**src/rtl/mpr_pkg.sv**
```systemverilog
package mpr_pkg;
  typedef enum logic [1:0] {
    SEL_CFG  = 2'd0,
    SEL_ADDR = 2'd1,
    SEL_SEC  = 2'd2,
    SEL_NONE = 2'd3
  } csrSel_e;

  localparam int CFG_R    = 0;
  localparam int CFG_W    = 1;
  localparam int CFG_A_LO = 3;
  localparam int CFG_L    = 7;

  localparam logic [1:0] MODE_TOR = 2'b01;

  localparam int SEC_MML  = 0;
  localparam int SEC_MMWP = 1;
  localparam int SEC_RLB  = 2;

  typedef struct packed {
    logic secWr;
    logic mmlSet;
    logic mmwpSet;
    logic rlbNext;
  } secStrobe_t;
endpackage

```
**src/rtl/mpr_ctrl.sv**
```systemverilog
module mpr_ctrl
  import mpr_pkg::*;
#(
  parameter int NUM_ENT = 16,
  parameter int XLEN    = 32,
  parameter int IDX_W   = 6
) (
  input  logic                   csrWrEn,
  input  logic [1:0]             csrSel,
  input  logic [IDX_W-1:0]       csrIdx,
  input  logic [XLEN-1:0]        csrWrData,
  input  logic [NUM_ENT-1:0]     lockBits,
  input  logic [NUM_ENT*2-1:0]   modeBits,
  input  logic                   rlbQ,
  input  logic                   mmlQ,
  output logic [NUM_ENT-1:0]     cfgWe,
  output logic [NUM_ENT*8-1:0]   cfgNew,
  output logic [NUM_ENT-1:0]     addrWe,
  output secStrobe_t             secStb
);
  localparam int BPW = XLEN / 8;

  logic wrCfg, wrAddr;
  logic [NUM_ENT-1:0] lockedVec, resvEnc, nextBlk;

  assign wrCfg  = csrWrEn && (csrSel == SEL_CFG);
  assign wrAddr = csrWrEn && (csrSel == SEL_ADDR);

  for (genvar e = 0; e < NUM_ENT; e++) begin : g_ent
    // effective lock: bypass suppresses every lock bit
    assign lockedVec[e] = lockBits[e] & ~rlbQ;
    assign cfgNew[e*8 +: 8] = csrWrData[(e % BPW)*8 +: 8];
    // write-only permission is reserved unless lockdown is active
    assign resvEnc[e] = cfgNew[e*8 + CFG_W] & ~cfgNew[e*8 + CFG_R] & ~mmlQ;
    assign cfgWe[e] = wrCfg && (csrIdx == IDX_W'(e / BPW)) &&
                      !lockedVec[e] && !resvEnc[e];
    if (e + 1 < NUM_ENT) begin : g_nxt
      // a locked top-of-range neighbour owns this address as its base
      assign nextBlk[e] = lockedVec[e+1] && (modeBits[(e+1)*2 +: 2] == MODE_TOR);
    end else begin : g_top
      assign nextBlk[e] = 1'b0;
    end
    assign addrWe[e] = wrAddr && (csrIdx == IDX_W'(e)) &&
                       !lockedVec[e] && !nextBlk[e];
  end

  always_comb begin
    secStb.secWr   = csrWrEn && (csrSel == SEL_SEC);
    secStb.mmlSet  = csrWrData[SEC_MML];
    secStb.mmwpSet = csrWrData[SEC_MMWP];
    // bypass may only rise when no lock bit is present anywhere
    secStb.rlbNext = csrWrData[SEC_RLB] & (rlbQ | ~(|lockBits));
  end
endmodule

```
**src/rtl/mpr_datapath.sv**
```systemverilog
module mpr_datapath
  import mpr_pkg::*;
#(
  parameter int NUM_ENT = 16,
  parameter int XLEN    = 32,
  parameter int IDX_W   = 6
) (
  input  logic                      clk,
  input  logic                      rstN,
  input  logic [NUM_ENT-1:0]        cfgWe,
  input  logic [NUM_ENT*8-1:0]      cfgNew,
  input  logic [NUM_ENT-1:0]        addrWe,
  input  logic [XLEN-1:0]           csrWrData,
  input  secStrobe_t                secStb,
  input  logic [1:0]                csrSel,
  input  logic [IDX_W-1:0]          csrIdx,
  output logic [XLEN-1:0]           csrRdData,
  output logic [NUM_ENT*8-1:0]      cfgQ,
  output logic [NUM_ENT*XLEN-1:0]   addrQ,
  output logic                      mmlQ,
  output logic                      mmwpQ,
  output logic                      rlbQ,
  output logic [NUM_ENT-1:0]        lockBits,
  output logic [NUM_ENT*2-1:0]      modeBits,
  output logic                      rulesChanged
);
  localparam int BPW = XLEN / 8;

  logic [NUM_ENT-1:0] cfgDiff, addrDiff;
  logic secDiff;

  for (genvar e = 0; e < NUM_ENT; e++) begin : g_store
    always_ff @(posedge clk) begin
      if (!rstN) begin
        cfgQ[e*8 +: 8] <= '0;
      end else if (cfgWe[e]) begin
        cfgQ[e*8 +: 8] <= cfgNew[e*8 +: 8];
      end
    end

    always_ff @(posedge clk) begin
      if (!rstN) begin
        addrQ[e*XLEN +: XLEN] <= '0;
      end else if (addrWe[e]) begin
        addrQ[e*XLEN +: XLEN] <= csrWrData;
      end
    end

    assign cfgDiff[e]  = cfgWe[e] && (cfgNew[e*8 +: 8] != cfgQ[e*8 +: 8]);
    assign addrDiff[e] = addrWe[e] && (csrWrData != addrQ[e*XLEN +: XLEN]);
    assign lockBits[e] = cfgQ[e*8 + CFG_L];
    assign modeBits[e*2 +: 2] = cfgQ[e*8 + CFG_A_LO +: 2];
  end

  assign secDiff = secStb.secWr &&
                   ((secStb.mmlSet & ~mmlQ) | (secStb.mmwpSet & ~mmwpQ));

  always_ff @(posedge clk) begin
    if (!rstN) begin
      mmlQ         <= 1'b0;
      mmwpQ        <= 1'b0;
      rlbQ         <= 1'b0;
      rulesChanged <= 1'b0;
    end else begin
      if (secStb.secWr) begin
        mmlQ  <= mmlQ | secStb.mmlSet;
        mmwpQ <= mmwpQ | secStb.mmwpSet;
        rlbQ  <= secStb.rlbNext;
      end
      rulesChanged <= (|cfgDiff) | (|addrDiff) | secDiff;
    end
  end

  always_comb begin
    csrRdData = '0;
    unique case (csrSel)
      SEL_CFG: begin
        for (int e = 0; e < NUM_ENT; e++) begin
          if (csrIdx == IDX_W'(e / BPW)) csrRdData[(e % BPW)*8 +: 8] = cfgQ[e*8 +: 8];
        end
      end
      SEL_ADDR: begin
        for (int e = 0; e < NUM_ENT; e++) begin
          if (csrIdx == IDX_W'(e)) csrRdData = addrQ[e*XLEN +: XLEN];
        end
      end
      SEL_SEC: begin
        csrRdData[SEC_MML]  = mmlQ;
        csrRdData[SEC_MMWP] = mmwpQ;
        csrRdData[SEC_RLB]  = rlbQ;
      end
      default: csrRdData = '0;
    endcase
  end
endmodule

```
**src/rtl/memprot_regbank.sv**
```systemverilog
module memprot_regbank
  import mpr_pkg::*;
#(
  parameter int NUM_ENT = 16,
  parameter int XLEN    = 32,
  parameter int IDX_W   = 6
) (
  input  logic                    clk,
  input  logic                    rstN,
  input  logic                    csrWrEn,
  input  logic [1:0]              csrSel,
  input  logic [IDX_W-1:0]        csrIdx,
  input  logic [XLEN-1:0]         csrWrData,
  output logic [XLEN-1:0]         csrRdData,
  output logic [NUM_ENT*8-1:0]    entCfg,
  output logic [NUM_ENT*XLEN-1:0] entAddr,
  output logic                    lockdown,
  output logic                    whitelist,
  output logic                    lockBypass,
  output logic                    rulesChanged
);
  logic [NUM_ENT-1:0]   cfgWe, addrWe, lockBits;
  logic [NUM_ENT*8-1:0] cfgNew;
  logic [NUM_ENT*2-1:0] modeBits;
  secStrobe_t           secStb;

  mpr_ctrl #(.NUM_ENT(NUM_ENT), .XLEN(XLEN), .IDX_W(IDX_W)) uCtrl (
    .csrWrEn   (csrWrEn),
    .csrSel    (csrSel),
    .csrIdx    (csrIdx),
    .csrWrData (csrWrData),
    .lockBits  (lockBits),
    .modeBits  (modeBits),
    .rlbQ      (lockBypass),
    .mmlQ      (lockdown),
    .cfgWe     (cfgWe),
    .cfgNew    (cfgNew),
    .addrWe    (addrWe),
    .secStb    (secStb)
  );

  mpr_datapath #(.NUM_ENT(NUM_ENT), .XLEN(XLEN), .IDX_W(IDX_W)) uDp (
    .clk          (clk),
    .rstN         (rstN),
    .cfgWe        (cfgWe),
    .cfgNew       (cfgNew),
    .addrWe       (addrWe),
    .csrWrData    (csrWrData),
    .secStb       (secStb),
    .csrSel       (csrSel),
    .csrIdx       (csrIdx),
    .csrRdData    (csrRdData),
    .cfgQ         (entCfg),
    .addrQ        (entAddr),
    .mmlQ         (lockdown),
    .mmwpQ        (whitelist),
    .rlbQ         (lockBypass),
    .lockBits     (lockBits),
    .modeBits     (modeBits),
    .rulesChanged (rulesChanged)
  );
endmodule

```
**config.mk**
```make
export PLATFORM = sky130hd
export DESIGN_NAME = memprot_regbank
export DESIGN_NICKNAME = d
export VERILOG_FILES = /design/src/rtl/mpr_pkg.sv /design/src/rtl/mpr_ctrl.sv /design/src/rtl/mpr_datapath.sv /design/src/rtl/memprot_regbank.sv
export SDC_FILE = /design/constraint.sdc
export NUM_CORES = 2
export LEC_CHECK = 0
export ABC_AREA = 1
export ABC_CLOCK_PERIOD_IN_PS = 4100
export BUFFER_PORTS_ARGS = -buffer_cell sky130_fd_sc_hd__buf_2
export CORE_AREA = 3 3 250 350
export CTS_CLUSTER_SIZE = 16
export DETAILED_ROUTE_END_ITERATION = 16
export DIE_AREA = 0 0 253 353
export GPL_TIMING_DRIVEN = 0
export MAX_ROUTING_LAYER = met4
export SLEW_MARGIN = 20
export SYNTH_ARGS = -nofsm -noshare
export SYNTH_HDL_FRONTEND = slang
export SYNTH_SLANG_ARGS = --single-unit
```
**constraint.sdc**
```tcl
create_clock -name clk -period 4.1 [get_ports clk]
set_input_delay 0.205 -clock clk [delete_from_list [all_inputs] [get_ports clk]]
set_output_delay 0.205 -clock clk [all_outputs]
set_load 0.01 [all_outputs]
```
==> results.tsv <==
metric	value	unit
dpl_cell_area	40250	sq um
hold_slack	0.1547	ns
ioPinCount	719	
rr_worst_depth	12	
status	finished with violations	
fin_crit	4.299	ns
cts_tree	built	
fin_ws	-0.1986	ns
p_leak	18.54	nW
grt_max_degree	17	
p_per_area	348.9	nW/um^2
viasPerCell	6.393	
worst_ir_drop_vdd	0.3516	mV
drive_gt1_frac	0.1894	
fmax	232.6	MHz
first_global_vias	40310	
area_growth	20.68	%
hold_depth	5	
crit_slowest_cell	clkbuf_2	
multiInputGateArea	19520	sq um
synth_top_area_cell	dfxtp_1	
crit_type	input port to primary output	
detail-route-antenna-nets	0	
hold_path_end	uDp.mmwpQ	
cts_made_buffers	72	
die_w	253	um
min_path_type	input port to flop	
internal-power	10.68	mW
ys_types	46	
overflow	0	
comb_power_share	0.101	
reg2reg_slack	0.40	ns
stdcell_count	6992	
synth-seq-cells	644	
setup_tns	-1.143	ns
reg2reg_from	uDp.rlbQ	
die_h	353	um
cts.clk_slew.worst_paths	0.06	ns
cap_violations	0	
cts-root-buf	clkbuf_16	
core_area	84500	sq um
end_kind	primary output	
cts_hold_buf	0	
syn_area	35430	sq um
worst-path-max-fanout	10	
maxSlewViolCount	0	
fin_util	0.5060	
violations	negative setup slack	
cts_buffer_depth	3	
yosys_warnings	0	
io_buffer_count	689	
async_flop_share	0	
dp_hpwl	199600	um
finalWirelength	248300	um
slowest_delay	0.77	ns
dp.cells	6861	
crit_family	simple AND/OR/NAND/NOR gates	
die-area	89310	sq um
p_sw	4.240	mW
synth_nets	5127	
antenna_found_initial	16	
grt_util_all_layers	0.5470	
p_total	14.92	mW
fin_crit_sh	1.048	
drc	0	
p_sw_frac	0.2842	
syn_inst	5084	
drtPass1Iterations	7	
synth_area_leaders	dfxtp_1 36%, a21oi_1 10%, o21ai_0 9.3%	
fillers	8835	
dr_total_vias	44700	
clock_sinks	644	
reg2reg_to	uDp.rulesChanged	
slew_headroom	0.1436	
clock_power_share	0.476	
clock_latency	0.67	ns
regArea	12890	sq um
yosysSeqAreaShare	0.3639	
syn_area_per_cell	6.968	sq um
design_area	42750	sq um
synth_ff_type	dfxtp_1	
finalHoldViolations	0	
nNetsFinal	5890	
critical_path_required	3.89	ns
worst_ep_arrival_time	4.09	ns
wire_per_inst	35.51	um
startpoint_type	input port	
synth-edff-count	0	
yosysTopAreaCellShare	0.3639	
seqPwrFrac	0.422	
finClkSkew	0.02084	ns
drt_iter0_markers	6759	
setup_violations	18	
grt_pass1_wl	329200	um
gp_congestion	1.106	
rsz0062_at_grt	false	
worstHoldStart	csrSel[1]	
cts_max_level	3	
start_util	0.4193	
worst_slew_pin_slew	1.285	ns
rows	126	
crit_buf_inv	3	
place_ws	-0.2584	ns
crit_path_cell_trace	buf_2 -> nor2_4 -> nand3_1 -> clkbuf_2 -> o21ai_0 -> o21ai_0 -> nand3_1 -> nor2_1 -> nand4_1 -> nor2_1 -> nand4_1 -> nand2_1 -> nand2_1 -> buf_2	
[cell usage after synthesis (all sizes together) (2+ instances only)]
library cell / instances
nand2: 843
o21ai: 728
a21oi: 707
dfxtp: 644
inv: 328
clkbuf: 297
xnor2: 292
nor2: 222
nand3: 200
nand4: 176
xor2: 151
or2: 137
buf: 135
nor3: 92
o221ai: 27
o22ai: 27
o21bai: 19
nor4: 17
clkinv: 8
a31oi: 7
a22oi: 5
a2111oi: 4
a221oi: 4
nand3b: 3
o2111ai: 2
o31ai: 2
[worst register-to-register path, cell delays in order, from the launching register on]
cell and delay [ns]:
dfxtp_1 0.46, buf_2 0.35, nor2_1 0.22, inv_1 0.17, nor3_1 0.11, nor4_1 0.96
buf_2 0.52, nand2_1 0.31, nand2_1 0.20, nor2_1 0.07, nand3_1 0.06, nor2_1 0.10
nor2_1 0.11
[power groups by stage]
stage          clock network [mW]  registers [mW]  logic (mW)
4_1_cts                      7.03            6.30        1.43
3_3_place_gp                    0            6.44        1.42
2_1_floorplan                   0            6.43       0.749
3_5_place_dp                    0            6.44        1.42
6_report                     7.11            6.30        1.51
5_1_grt                      7.24            6.30        1.51
[what timing repair did]
action,CTS,global route
pin swaps,0,0
setup endpoints to repair,10,18
buffers inserted,0,0
gates resized for setup,1,7
[placed cells by master (no fill, tap or decap), types with 176 or more instances in the layout]
cell type / instances
a21oi_1: 707
buf_2: 805
clkbuf_1: 292
dfxtp_1: 644
inv_1: 307
nand2_1: 842
nand3_1: 196
nand4_1: 176
nor2_1: 208
o21ai_0: 660
xnor2_1: 292
[how the worst max path moves through the flow]
stage | startpoint | endpoint | slack, ns | depth (start not counted)
2_1_floorplan | csrIdx[5] | csrRdData[23] | 2.22 | 15
3_3_place_gp | csrIdx[5] | csrRdData[23] | -0.34 | 17
3_5_place_dp | csrIdx[5] | csrRdData[19] | -0.26 | 14
4_1_cts | csrIdx[5] | csrRdData[15] | 0.002 | 15
5_1_grt | csrIdx[5] | csrRdData[23] | 0.0003 | 15
6_report | csrIdx[3] | csrRdData[13] | -0.20 | 14
[kinds of logic (layout without fill, tap and decap cells)]
group	after synthesis	in the layout	share of synthesized area
and+or+nand+nor	1692	1692	0.2158
AOI/OAI and AO/OA	1537	1537	0.2251
buffers and inverters	768	1581	0.08564
DFF	644	644	0.3639
xor gates and xnor gates	443	443	0.1095
other	0	7	0
[routing by layer]
| layer | up-vias | global-route usage | wire length [um] |
|---|---|---|---|
| li1 | 18610 | - | - |
| met1 | 20880 | 0.6238 | 85760 |
| met2 | 4029 | 0.7763 | 102200 |
| met3 | 1184 | 0.1255 | 29520 |
| met4 | 0 | 0.5310 | 30830 |
| met5 | - | - | 0 |
[sequential cells by signal (all words and copies together), names as in the netlist]
name,count
uDp.mmwpQ,1
uDp.cfgQ,128
uDp.addrQ,512
uDp.mmlQ,1
uDp.rulesChanged,1
uDp.rlbQ,1
[area by class of cell]
cell class              count  share of cell area
clock inverters            28            0.008253
clock buffers              96             0.04925
diodes                      7           0.0004097
plain buffers             431             0.04167
flip-flops and latches    644              0.3015
multi-input cells        3672              0.4565
inverters                 336             0.02959
repair buffers            690             0.08092
well taps                1088             0.03184
Power figures use the tool's default switching activity.
